**src/rtl/bbm_pkg.sv**
```systemverilog
package bbm_pkg;

    localparam int BEATS_PER_BURST = 4;
    localparam int BEAT_W          = $clog2(BEATS_PER_BURST);

    typedef enum logic {
        PH_IDLE = 1'b0,
        PH_DATA = 1'b1
    } phase_e;

    typedef logic [BEAT_W-1:0] beat_t;

    typedef struct packed {
        phase_e phase;
        logic   burst;
        beat_t  beats;
        logic   done;
        logic   tea;
        logic   proto;
    } ctrl_t;

endpackage

```
**src/rtl/bbm_lane_parity.sv**
```systemverilog
module bbm_lane_parity (
    input  logic [7:0] byte_i,
    input  logic       par_i,
    output logic       gen_o,
    output logic       bad_o
);

    // Odd parity: the generated bit makes the count of ones odd.
    always_comb begin
        gen_o = ~(^byte_i);
        bad_o = ~(^{par_i, byte_i});
    end

endmodule

```
**src/rtl/bbm_watchdog.sv**
```systemverilog
module bbm_watchdog #(
    parameter int TMO_W = 8
) (
    input  logic             clk,
    input  logic             rst_n,
    input  logic             load_i,
    input  logic             run_i,
    input  logic [TMO_W-1:0] limit_i,
    output logic             expired_o
);

    localparam logic [TMO_W-1:0] ONE = TMO_W'(1);

    logic [TMO_W-1:0] cnt_d, cnt_q;

    always_comb begin
        cnt_d = cnt_q;
        if (load_i) begin
            cnt_d = limit_i;
        end else if (run_i && (cnt_q != '0)) begin
            cnt_d = cnt_q - ONE;
        end
        // A loaded value of 0 or 1 means the next idle edge expires.
        expired_o = (cnt_q <= ONE);
    end

    always_ff @(posedge clk) begin
        if (!rst_n) begin
            cnt_q <= '0;
        end else begin
            cnt_q <= cnt_d;
        end
    end

endmodule

```
**src/rtl/bus_beat_monitor.sv**
```systemverilog
module bus_beat_monitor #(
    parameter int DATA_W = 64,
    parameter int TMO_W  = 8
) (
    input  logic                  clk,
    input  logic                  rst_n,
    input  logic                  start_i,
    input  logic                  burst_i,
    input  logic                  ack_i,
    input  logic                  tea_i,
    input  logic                  drive_i,
    input  logic [DATA_W-1:0]     data_i,
    input  logic [DATA_W/8-1:0]   par_i,
    input  logic [TMO_W-1:0]      tmo_limit_i,
    output logic [DATA_W/8-1:0]   par_o,
    output logic                  done_o,
    output logic                  tea_o,
    output logic [DATA_W/8-1:0]   par_err_o,
    output logic                  busy_o,
    output logic                  proto_err_o
);

    import bbm_pkg::*;

    localparam int    LANES     = DATA_W / 8;
    localparam beat_t LAST_BEAT = beat_t'(BEATS_PER_BURST - 1);

    ctrl_t            cur_q, nxt_d;
    logic [LANES-1:0] perr_d, perr_q;
    logic [LANES-1:0] lane_bad;
    logic             wd_load;
    logic             wd_expired;
    logic             last_beat;

    // One parity slice per byte lane.
    for (genvar n = 0; n < LANES; n++) begin : g_lane
        bbm_lane_parity u_par (
            .byte_i (data_i[8*n +: 8]),
            .par_i  (par_i[n]),
            .gen_o  (par_o[n]),
            .bad_o  (lane_bad[n])
        );
    end

    bbm_watchdog #(.TMO_W(TMO_W)) u_wd (
        .clk       (clk),
        .rst_n     (rst_n),
        .load_i    (wd_load),
        .run_i     (cur_q.phase == PH_DATA),
        .limit_i   (tmo_limit_i),
        .expired_o (wd_expired)
    );

    always_comb begin
        nxt_d      = cur_q;
        nxt_d.done = 1'b0;
        nxt_d.tea  = 1'b0;
        wd_load    = 1'b0;
        last_beat  = !cur_q.burst || (cur_q.beats == LAST_BEAT);

        perr_d = (ack_i && !drive_i) ? lane_bad : '0;

        if (cur_q.phase == PH_IDLE) begin
            if (start_i) begin
                nxt_d.phase = PH_DATA;
                nxt_d.burst = burst_i;
                nxt_d.beats = '0;
                wd_load     = 1'b1;
            end
        end else begin
            if (start_i) begin
                nxt_d.proto = 1'b1;
            end
            if (tea_i) begin
                // Abort from another agent beats any beat this cycle.
                nxt_d.phase = PH_IDLE;
                nxt_d.beats = '0;
            end else if (ack_i) begin
                if (last_beat) begin
                    nxt_d.phase = PH_IDLE;
                    nxt_d.beats = '0;
                    nxt_d.done  = 1'b1;
                end else begin
                    nxt_d.beats = cur_q.beats + beat_t'(1);
                    wd_load     = 1'b1;
                end
            end else if (wd_expired) begin
                nxt_d.phase = PH_IDLE;
                nxt_d.beats = '0;
                nxt_d.tea   = 1'b1;
            end
        end
    end

    always_ff @(posedge clk) begin
        if (!rst_n) begin
            cur_q  <= '{phase: PH_IDLE, burst: 1'b0, beats: '0,
                        done: 1'b0, tea: 1'b0, proto: 1'b0};
            perr_q <= '0;
        end else begin
            cur_q  <= nxt_d;
            perr_q <= perr_d;
        end
    end

    always_comb begin
        done_o      = cur_q.done;
        tea_o       = cur_q.tea;
        par_err_o   = perr_q;
        busy_o      = (cur_q.phase == PH_DATA);
        proto_err_o = cur_q.proto;
    end

endmodule

```
**config.mk**
```make
export PLATFORM = sky130hd
export DESIGN_NAME = bus_beat_monitor
export DESIGN_NICKNAME = d
export VERILOG_FILES = /design/src/rtl/bbm_pkg.sv /design/src/rtl/bbm_lane_parity.sv /design/src/rtl/bbm_watchdog.sv /design/src/rtl/bus_beat_monitor.sv
export SDC_FILE = /design/constraint.sdc
export NUM_CORES = 1
export LEC_CHECK = 0
export ABC_AREA = 1
export CAP_MARGIN = 20
export CORE_MARGIN = 1.5
export CORE_UTILIZATION = 38
export DETAILED_ROUTE_END_ITERATION = 12
export PLACE_DENSITY = 0.85
export SYNTH_ARGS = -nofsm -noshare
export SYNTH_HDL_FRONTEND = slang
export SYNTH_SLANG_ARGS = --single-unit
```
**constraint.sdc**
```tcl
create_clock -name clk -period 1.25 [get_ports clk]
set_input_delay 0.125 -clock clk [delete_from_list [all_inputs] [get_ports clk]]
set_output_delay 0.125 -clock clk [all_outputs]
set_load 0.01 [all_outputs]
```
==> flow_summary.json <==
{
  "yosysTopAreaCellShare_pct": 23.65,
  "first_global_vias": 2768,
  "numPortBuffers": 106,
  "power.share.switching_pct": 39.20,
  "drc": 0,
  "synthTopCellsByCount": "nand2_1, xor2_1, xnor2_1",
  "relSlewSlack_pct": 72.61,
  "initial_core_util_pct": 39.07,
  "cp_max_fo": 5,
  "synth_area_per_cell_um2": 6.315,
  "rows": 28,
  "cts.clk_slew.worst_paths_ns": 0.10,
  "place_inst": 576,
  "htree_num_levels": 1,
  "setup_ws_ns": -0.1675,
  "clk_latency_ns": 0.28,
  "ir_worst_vdd_mv": 0.6539,
  "yosys_warnings": 0,
  "core_um2": 5851,
  "min_path_type": "input pin to register",
  "cts_root_buffer": "clkbuf_8",
  "final_hold_viol_count": 0,
  "io_pins": 107,
  "finalWeightedCongestion": 0.8958,
  "postRouteAntennaNets": 0,
  "slew_viol_final": 0,
  "cts_tree": "built",
  "worst_slew_pin_slew_ns": 0.4004,
  "grt-ovfl-total": 0,
  "fin_util_pct": 70.83,
  "holdWs_ns": 0.4155,
  "grt_antenna_before_repair": 0,
  "power_frac_comb_pct": 59.1,
  "drt-pass1-iter-count": 4,
  "stdcell_count": 595,
  "violations": "setup timing",
  "cp.arrival_ns": 1.63,
  "cp-start-kind": "register",
  "die_w_um": 80.56,
  "mappedNetlistArea_um2": 2286,
  "setup_viol": 12,
  "num_vias": 2913,
  "power.density_nw_per_um2": 786.1,
  "yosysSeqAreaShare_pct": 20.14,
  "drt_iter0_drc": 85,
  "numCtsBuffers": 3,
  "synth_edf_count": 0,
  "nets": 612,
  "finalCriticalPeriod_ns": 1.417,
  "cts.path.max_buffers": 2,
  "max_freq_ghz": 0.7055,
  "fin_tns_setup_ns": -1.365,
  "p_int_mw": 1.981,
  "clock_sinks": 23,
  "async_flop_share_pct": 0,
  "grt_pass1_wl_um": 11180,
  "cts_hold_buf": 0,
  "dpl.hpwl_um": 5222,
  "synth_nets": 453,
  "fin_crit_sh_pct": 113.4,
  "end_kind": "register",
  "n_fill_cell": 458,
  "place_area_um2": 3695,
  "skew_ns": 0.008642,
  "areaGrowthSynthToFinish_pct": 81.28,
  "p_leak_nw": 2.032,
  "insertedDiodeCount": 0,
  "synthFlopType": "dfxtp_1",
  "synth_cells": 362,
  "design.die.area_um2": 6490,
  "synth.area.top_cells": "nand2_1, dfxtp_1, xor2_1, xnor2_1, nand3_1",
  "finalWirelength_um": 7683,
  "rsz0062_at_grt": "true",
  "power_frac_seq_pct": 25.7,
  "cap_violations": 0,
  "fin_area_um2": 4144,
  "ys_seq_elements": 23,
  "track_usage_pct": 21.63,
  "viasPerCell": 4.896,
  "p_clk_share_pct": 15.2,
  "total_power_mw": 3.258,
  "net-switching-power_mw": 1.277,
  "grt_max_degree": 14,
  "path_class": "register to register",
  "wl_per_cell_um": 12.91,
  "required_ns": 1.47,
  "post-place-ws_ns": -0.5601,
  "synth_top_area_cell": "nand2_1",
  "status": "finished with violations",
  "die_h_um": 80.56,
  "drive_gt1_share_pct": 35.00,
  "synth_cell_types": 24,
  "yosysMostFrequentCell": "nand2_1"
}
-- registers in the layout, indices dropped and copies added (netlist names) --
| signal | flops |
|---|---|
| busy_o | 1 |
| cur_q | 3 |
| done_o | 1 |
| par_err_o | 8 |
| proto_err_o | 1 |
| tea_o | 1 |
| u_wd.cnt_q | 8 |
-- cells by family (layout without fill, tap and decap cells) --
family,count (synthesis),in the layout,share of synthesized area (%)
AOI/OAI and AO/OA,35,35,8.484
xor gates and xnor gates,67,67,25.67
adders and majority gates,4,4,2.189
buffers and inverters,30,187,6.568
DFF,23,23,20.14
and+or+nand+nor,203,204,36.95
-- final timing paths --
kind                                          startpoint                         end  slack [ns]  cells past startpoint
worst max-delay path               cur_q[3]$_SDFFE_PN0P_  u_wd.cnt_q[7]$_SDFFE_PN0P_       -0.17                     10
worst min-delay path                          data_i[44]     par_err_o[5]$_SDFF_PN0_        0.42                      7
worst max register to register     cur_q[3]$_SDFFE_PN0P_  u_wd.cnt_q[7]$_SDFFE_PN0P_       -0.17                     10
worst min register to register  proto_err_o$_SDFFE_PN0P_    proto_err_o$_SDFFE_PN0P_        0.49                      2
-- critical path, stage by stage, from the launching register on --
cell and delay (ns):
dfxtp_2 0.35, ha_4 0.16, inv_4 0.05, nand2_4 0.06, nor2_4 0.13, nor2_4 0.06, buf_12 0.14, buf_12 0.13
nand3_2 0.07, nand3_2 0.08, a21oi_2 0.13
-- per-layer routing --
layer	up-vias	GRT usage [%]	part of all wire (%)
li1	1450	-	-
met1	1348	19.25	32
met2	89	45.71	59
met3	26	5.227	5.6
met4	0	7.241	3.2
met5	-	0	0
-- what timing repair did --
item	in CTS	in global routing
gates cloned	1	0
setup endpoints to repair	31	28
setup buffers	8	6
resized for setup	146	139
pin swaps	58	81
-- layout make-up --
type	count	area [um^2]	share of cell area [%]
inverter	20	82.58	1.993
timing repair buffer	163	1348	32.52
tap	75	93.84	2.264
clock buffer	3	41.29	0.9964
clock inverter	1	5.005	0.1208
sequential	23	469.2	11.32
multi-input combinational	310	2105	50.79
-- cells in the final DEF, fill, tap and decap left out, types with 18 or more instances in the layout --
cell / count
nand2_1: 128
buf_4: 49
clkdlybuf4s15_1: 28
clkbuf_2: 26
xor2_1: 25
clkdlybuf4s50_1: 22
dlygate4sd2_1: 22
xnor2_2: 21
nor2_1: 20
dfxtp_1: 18
-- power by group through the flow --
stage / clock network, mW / registers, mW / logic [mW]
after floorplan: 0 / 0.855 / 0.881
after global placement: 0 / 0.837 / 1.60
after global routing: 0.530 / 0.842 / 2.10
after detailed placement: 0 / 0.838 / 1.66
after CTS: 0.496 / 0.826 / 1.66
final: 0.496 / 0.836 / 1.93
(Power assumes the default switching activity.)
